### src/rtl/tmr_pkg.sv
package tmr_pkg;
    localparam int CNT_W  = 16;
    localparam int BYTE_W = 8;
    localparam int ADDR_W = 3;

    localparam logic [ADDR_W-1:0] A_CNT_LO = 3'd0;
    localparam logic [ADDR_W-1:0] A_CNT_HI = 3'd1;
    localparam logic [ADDR_W-1:0] A_RLD_LO = 3'd2;
    localparam logic [ADDR_W-1:0] A_RLD_HI = 3'd3;
    localparam logic [ADDR_W-1:0] A_CTRL   = 3'd4;

    typedef enum logic [1:0] {
        SRC_SYS   = 2'd0,
        SRC_DIV12 = 2'd1,
        SRC_EXT8  = 2'd2,
        SRC_OFF   = 2'd3
    } src_e;

    typedef struct packed {
        logic run;
        src_e src;
        logic irq_en;
        logic low_en;
    } cfg_t;

    typedef struct packed {
        logic hi;
        logic lo;
    } flags_t;

    function automatic logic [BYTE_W-1:0] pack_ctrl(cfg_t c, flags_t f);
        return {f.hi, f.lo, 1'b0, c.low_en, c.irq_en, c.src, c.run};
    endfunction

    function automatic cfg_t unpack_cfg(logic [BYTE_W-1:0] d);
        cfg_t c;
        c.run    = d[0];
        c.src    = src_e'(d[2:1]);
        c.irq_en = d[3];
        c.low_en = d[4];
        return c;
    endfunction
endpackage

### src/rtl/tmr_tick_gen.sv
module tmr_tick_gen
    import tmr_pkg::*;
#(
    parameter int DIV_SLOW = 12,
    parameter int DIV_EXT  = 8
) (
    input  logic clk,
    input  logic rst,
    input  logic ext_clk,
    input  src_e src,
    output logic tick
);
    localparam int PW = $clog2(DIV_SLOW);
    localparam int EW = $clog2(DIV_EXT);

    logic [PW-1:0] pre_q;
    logic [EW-1:0] ext_q;
    logic [2:0]    sync_q;
    logic          ext_rise;
    logic          slow_tick;
    logic          ext_tick;

    always_ff @(posedge clk) begin
        if (rst) pre_q <= '0;
        else if (pre_q == PW'(DIV_SLOW - 1)) pre_q <= '0;
        else pre_q <= pre_q + 1'b1;
    end

    always_ff @(posedge clk) begin
        if (rst) sync_q <= '0;
        else sync_q <= {sync_q[1:0], ext_clk};
    end

    assign ext_rise = sync_q[1] & ~sync_q[2];

    always_ff @(posedge clk) begin
        if (rst) ext_q <= '0;
        else if (ext_rise) begin
            if (ext_q == EW'(DIV_EXT - 1)) ext_q <= '0;
            else ext_q <= ext_q + 1'b1;
        end
    end

    assign slow_tick = (pre_q == PW'(DIV_SLOW - 1));
    assign ext_tick  = ext_rise && (ext_q == EW'(DIV_EXT - 1));

    always_comb begin
        case (src)
            SRC_SYS:   tick = 1'b1;
            SRC_DIV12: tick = slow_tick;
            SRC_EXT8:  tick = ext_tick;
            default:   tick = 1'b0;
        endcase
    end
endmodule

### src/rtl/tmr_core.sv
module tmr_core
    import tmr_pkg::*;
(
    input  logic              clk,
    input  logic              rst,
    input  logic              run,
    input  logic              tick,
    input  logic              cnt_wr_lo,
    input  logic              cnt_wr_hi,
    input  logic              rld_wr_lo,
    input  logic              rld_wr_hi,
    input  logic              flag_wr,
    input  logic [BYTE_W-1:0] wdata,
    output logic [CNT_W-1:0]  count,
    output logic [CNT_W-1:0]  reload,
    output flags_t            flags,
    output logic              ovf
);
    logic inc, hi_roll, lo_roll;
    logic keep_hi, keep_lo;

    assign inc     = run & tick & ~(cnt_wr_lo | cnt_wr_hi);
    assign hi_roll = inc && (count == {CNT_W{1'b1}});
    assign lo_roll = inc && (count[BYTE_W-1:0] == {BYTE_W{1'b1}});
    assign keep_hi = ~flag_wr | wdata[7];
    assign keep_lo = ~flag_wr | wdata[6];

    always_ff @(posedge clk) begin
        if (rst) begin
            count <= '0;
        end else if (cnt_wr_lo || cnt_wr_hi) begin
            if (cnt_wr_lo) count[BYTE_W-1:0]     <= wdata;
            if (cnt_wr_hi) count[CNT_W-1:BYTE_W] <= wdata;
        end else if (hi_roll) begin
            count <= reload;
        end else if (inc) begin
            count <= count + 1'b1;
        end
    end

    always_ff @(posedge clk) begin
        if (rst) begin
            reload <= '0;
        end else begin
            if (rld_wr_lo) reload[BYTE_W-1:0]     <= wdata;
            if (rld_wr_hi) reload[CNT_W-1:BYTE_W] <= wdata;
        end
    end

    always_ff @(posedge clk) begin
        if (rst) begin
            flags <= '0;
            ovf   <= 1'b0;
        end else begin
            flags.hi <= hi_roll | (flags.hi & keep_hi);
            flags.lo <= lo_roll | (flags.lo & keep_lo);
            ovf      <= hi_roll;
        end
    end
endmodule

### src/rtl/tmr_reload_timer.sv
module tmr_reload_timer
    import tmr_pkg::*;
#(
    parameter int DIV_SLOW = 12,
    parameter int DIV_EXT  = 8
) (
    input  logic              clk,
    input  logic              rst,
    input  logic              ext_clk,
    input  logic              wr_en,
    input  logic [ADDR_W-1:0] wr_addr,
    input  logic [BYTE_W-1:0] wr_data,
    input  logic [ADDR_W-1:0] rd_addr,
    output logic [BYTE_W-1:0] rd_data,
    output logic              irq,
    output logic              ovf_pulse
);
    cfg_t             cfg;
    flags_t           flags;
    logic [CNT_W-1:0] count;
    logic [CNT_W-1:0] reload;
    logic             tick;
    logic             cnt_wr_lo, cnt_wr_hi, flag_wr;

    assign cnt_wr_lo = wr_en && (wr_addr == A_CNT_LO);
    assign cnt_wr_hi = wr_en && (wr_addr == A_CNT_HI);
    assign flag_wr   = wr_en && (wr_addr == A_CTRL);

    always_ff @(posedge clk) begin
        if (rst) begin
            cfg     <= '0;
            cfg.src <= SRC_DIV12;
        end else if (flag_wr) begin
            cfg <= unpack_cfg(wr_data);
        end
    end

    tmr_tick_gen #(.DIV_SLOW(DIV_SLOW), .DIV_EXT(DIV_EXT)) u_tick (
        .clk     (clk),
        .rst     (rst),
        .ext_clk (ext_clk),
        .src     (cfg.src),
        .tick    (tick)
    );

    tmr_core u_core (
        .clk       (clk),
        .rst       (rst),
        .run       (cfg.run),
        .tick      (tick),
        .cnt_wr_lo (cnt_wr_lo),
        .cnt_wr_hi (cnt_wr_hi),
        .rld_wr_lo (wr_en && (wr_addr == A_RLD_LO)),
        .rld_wr_hi (wr_en && (wr_addr == A_RLD_HI)),
        .flag_wr   (flag_wr),
        .wdata     (wr_data),
        .count     (count),
        .reload    (reload),
        .flags     (flags),
        .ovf       (ovf_pulse)
    );

    always_comb begin
        case (rd_addr)
            A_CNT_LO: rd_data = count[BYTE_W-1:0];
            A_CNT_HI: rd_data = count[CNT_W-1:BYTE_W];
            A_RLD_LO: rd_data = reload[BYTE_W-1:0];
            A_RLD_HI: rd_data = reload[CNT_W-1:BYTE_W];
            A_CTRL:   rd_data = pack_ctrl(cfg, flags);
            default:  rd_data = '0;
        endcase
    end

    assign irq = cfg.irq_en & (flags.hi | (flags.lo & cfg.low_en));
endmodule

### config.mk
export PLATFORM = sky130hd
export DESIGN_NAME = tmr_reload_timer
export DESIGN_NICKNAME = d
export VERILOG_FILES = /design/src/rtl/tmr_pkg.sv /design/src/rtl/tmr_tick_gen.sv /design/src/rtl/tmr_core.sv /design/src/rtl/tmr_reload_timer.sv
export SDC_FILE = /design/constraint.sdc
export NUM_CORES = 1
export LEC_CHECK = 0
export ABC_AREA = 1
export BUFFER_PORTS_ARGS = -buffer_cell sky130_fd_sc_hd__buf_2
export CAP_MARGIN = 20
export CORE_MARGIN = 1
export CORE_UTILIZATION = 45
export CTS_CLUSTER_SIZE = 28
export DETAILED_ROUTE_END_ITERATION = 7
export SYNTH_ARGS = -nofsm -noshare
export SYNTH_HDL_FRONTEND = slang
export SYNTH_SLANG_ARGS = --single-unit
### constraint.sdc
create_clock -name clk -period 1.7 [get_ports clk]
set_input_delay 0 -clock clk [delete_from_list [all_inputs] [get_ports clk]]
set_output_delay 0 -clock clk [all_outputs]
set_load 0.03 [all_outputs]
==> run metrics <==
routed len/inst 15.82 microns; crit start category register; worst skew pair latency 0.32 ns; hold crit path type input port to register; initial antenna violation count 0; Ys Warns 0; Crit. Startpoint u_tick.ext_q[1]; GRT Overall Usage between 20% and 30%; Logic pwr share 14.7%; core area 0.006350 sq mm; Via density between 5 and 6; Post-Route WL 9223 microns; Layout area overhead 29.05%; Syn Area/Cell 6.736 sq um; dpl hpwl 6655 microns; CTS Buffer Depth 2; Port-buffer cells 27; Post-Syn Instances between 400 and 500; Routed Antenna Nets 0; crit share post-route 96.88%; EDFF count, synth 0; total gr overflow 0; Num CTS Buffers 5; slew at the pin with the worst max-slew slack 0.7059 ns; initial drt markers 242; drc violations 0; reg-to-reg startpoint u_tick.ext_q[1]; Fin. Hold Viols 0; CP Data Arrival Time 1.86 ns; Cell Rows 29; Slew HR 52.80%; Root Driver clkbuf_8; Clk pwr share 32.7%; peak supply drop roughly 0.00046 V; status finished, final reports clean; Pwr Density approximately 630 mW/mm^2; Flop pwr share 52.6%; Final GP Congestion 0.9014; P_leak approximately 0.0016 uW; Seq/Total Area, Yosys roughly 34%; Top-Level Pins 28; DR vias 3223; fill cell count 596; Top FF cell, synth dfxtp_1; synthesized flop and latch total 50; cell area after placement 0.003337 sq mm; Slew Limit Fails 0; critical path type register to register; mapped cell area 0.002950 sq mm; Psw 691.2 uW; CP endpoint kind register; Design Area, Final 0.003807 sq mm; Final Skew 0.006876 ns; drt pass-1 iters 5; die height 82.97 microns; CTS sink cnt 50; setup violators final 0; layout cell share with drive strength beyond 1 25.49%; share of synthesized registers carrying an async set or reset 0%; starting density of the core between 40% and 50%; ANT cells 0; max cap viols 0; syn nets 460; hold_sp wr_data[1]; Die X-Extent 82.97 microns; pin count of the biggest net entering global routing 33; post-synth cell types 31; Worst-path clk slew 0.10 ns; final core occ 59.96%; htree depth 2; crit-path max FO 8; P_int 1691 uW; die area roughly 0.0069 sq mm; first-pass GRT wire length 14750 microns; RSZ-0062 raised after global routing true; Final Critical Period between 1.5 and 2 ns; vias in the first global route between 3k and 4k; switching share of power 29.01%; CP Data Required Time 1.91 ns; fmax between 600 and 700 MHz; NumNets Final between 500 and 600; CTS tree done; Fin Hold WS about 0.015 ns
-- through the flow --
step                      power (uW)  setup WS (ns)  setup TNS, ns  cells
after floorplan                 1450         0.1162              0    438
after global placement          1569        0.04655              0    561
after detailed placement        1574        0.01995              0    561
after CTS                       2358       0.006235              0    579
after global routing            2487       -0.02537        -0.1831    583
final                           2382        0.05306              0    583
-- cells by family (layout without fill, tap and decap cells) --
group,Yosys count,count (layout),synth area share (%)
and+or+nand+nor,203,203,32.36
AOI/OAI and AO/OA,109,109,19.51
buffers and inverters,62,130,9.541
DFF,50,50,33.93
xor gates and xnor gates,10,10,2.968
adders and majority gates,4,4,1.696
-- worst max-delay path, cell delays in order (launching register included) --
cell,delay [ns]
dfxtp_2,0.37
ha_4,0.14
ha_4,0.12
nand3_2,0.05
nand2_1,0.07
inv_2,0.04
nor2_4,0.21
nand2_4,0.15
buf_12,0.18
a21oi_2,0.13
a21oi_1,0.08
-- final timing paths --
kind	to	slack, ns	cells after the start
worst max register to register	u_core.count[2]	0.05	10
worst min register to register	u_tick.sync_q[1]	0.41	2
worst min-delay path	u_core.reload[9]	0.02	3
worst max-delay path	u_core.count[2]	0.05	10
-- power by group through the flow --
stage	combinational, uW	clock [uW]	sequential, uW
2_1_floorplan	178	0	1270
3_3_place_gp	296	0	1270
3_5_place_dp	300	0	1270
4_1_cts	318	793	1250
5_1_grt	388	841	1260
6_report	351	780	1250
-- cells in the mapped netlist, drive strengths merged, types with 6 or more instances --
cell type / n / area (sq um)
a21oi: 56 / 295.3
o21ai: 50 / 254.0
buf: 6 / 61.30
inv: 49 / 183.9
nand2: 112 / 452.9
nand4: 28 / 175.2
xor2: 6 / 52.55
nand3: 17 / 107.6
dfxtp: 50 / 1001
clkbuf: 7 / 36.28
nor2: 41 / 192.7
-- sequential cells by signal, indices dropped and copies added (netlist names) --
signal and cells:
cfg 5, u_core.count 16, u_core.flags 2, u_core.ovf 1, u_core.reload 16, u_tick.ext_q 3, u_tick.pre_q 4, u_tick.sync_q 3
-- final cells by class --
| class | instances | area, sq um | share of cell area (%) |
|---|---|---|---|
| Multi-Input combinational cell | 326 | 1863 | 48.93 |
| Sequential cell | 50 | 1010 | 26.52 |
| Timing Repair Buffer | 73 | 553.0 | 14.53 |
| Inverter | 49 | 186.4 | 4.896 |
| Tap cell | 77 | 96.34 | 2.530 |
| Clock buffer | 6 | 82.58 | 2.169 |
| Clock inverter | 2 | 16.27 | 0.4272 |
-- layer usage --
metal  vias up  GRT usage [%]  wire (microns)  share of wire, %
li1       1595              -               -                 -
met1      1459          35.30            3979                43
met2       142          44.41            4309                47
met3        27          3.479             615               6.7
met4         0          11.60             318               3.4
met5         -              0               0                 0
-- repair_timing --
action,in CTS,in global routing
endpoints found under the setup margin,1,19
setup buffers,0,2
endpoints found under the hold margin,23,0
hold buffers,10,0
pin swaps,2,10
gates cloned,0,2
resized for setup,2,59
-- placed cells by master (no fill, tap or decap), types with 10 or more instances in the layout --
master and count:
dlygate4sd3_1 10, buf_2 27, nand3_1 11, nor2_1 37, inv_1 46, o21ai_0 49, nand2_1 103, dfxtp_1 45
nand4_1 28, a21oi_1 32, a21oi_2 19, buf_4 28
No activity file was read; power rests on OpenSTA's default activity.
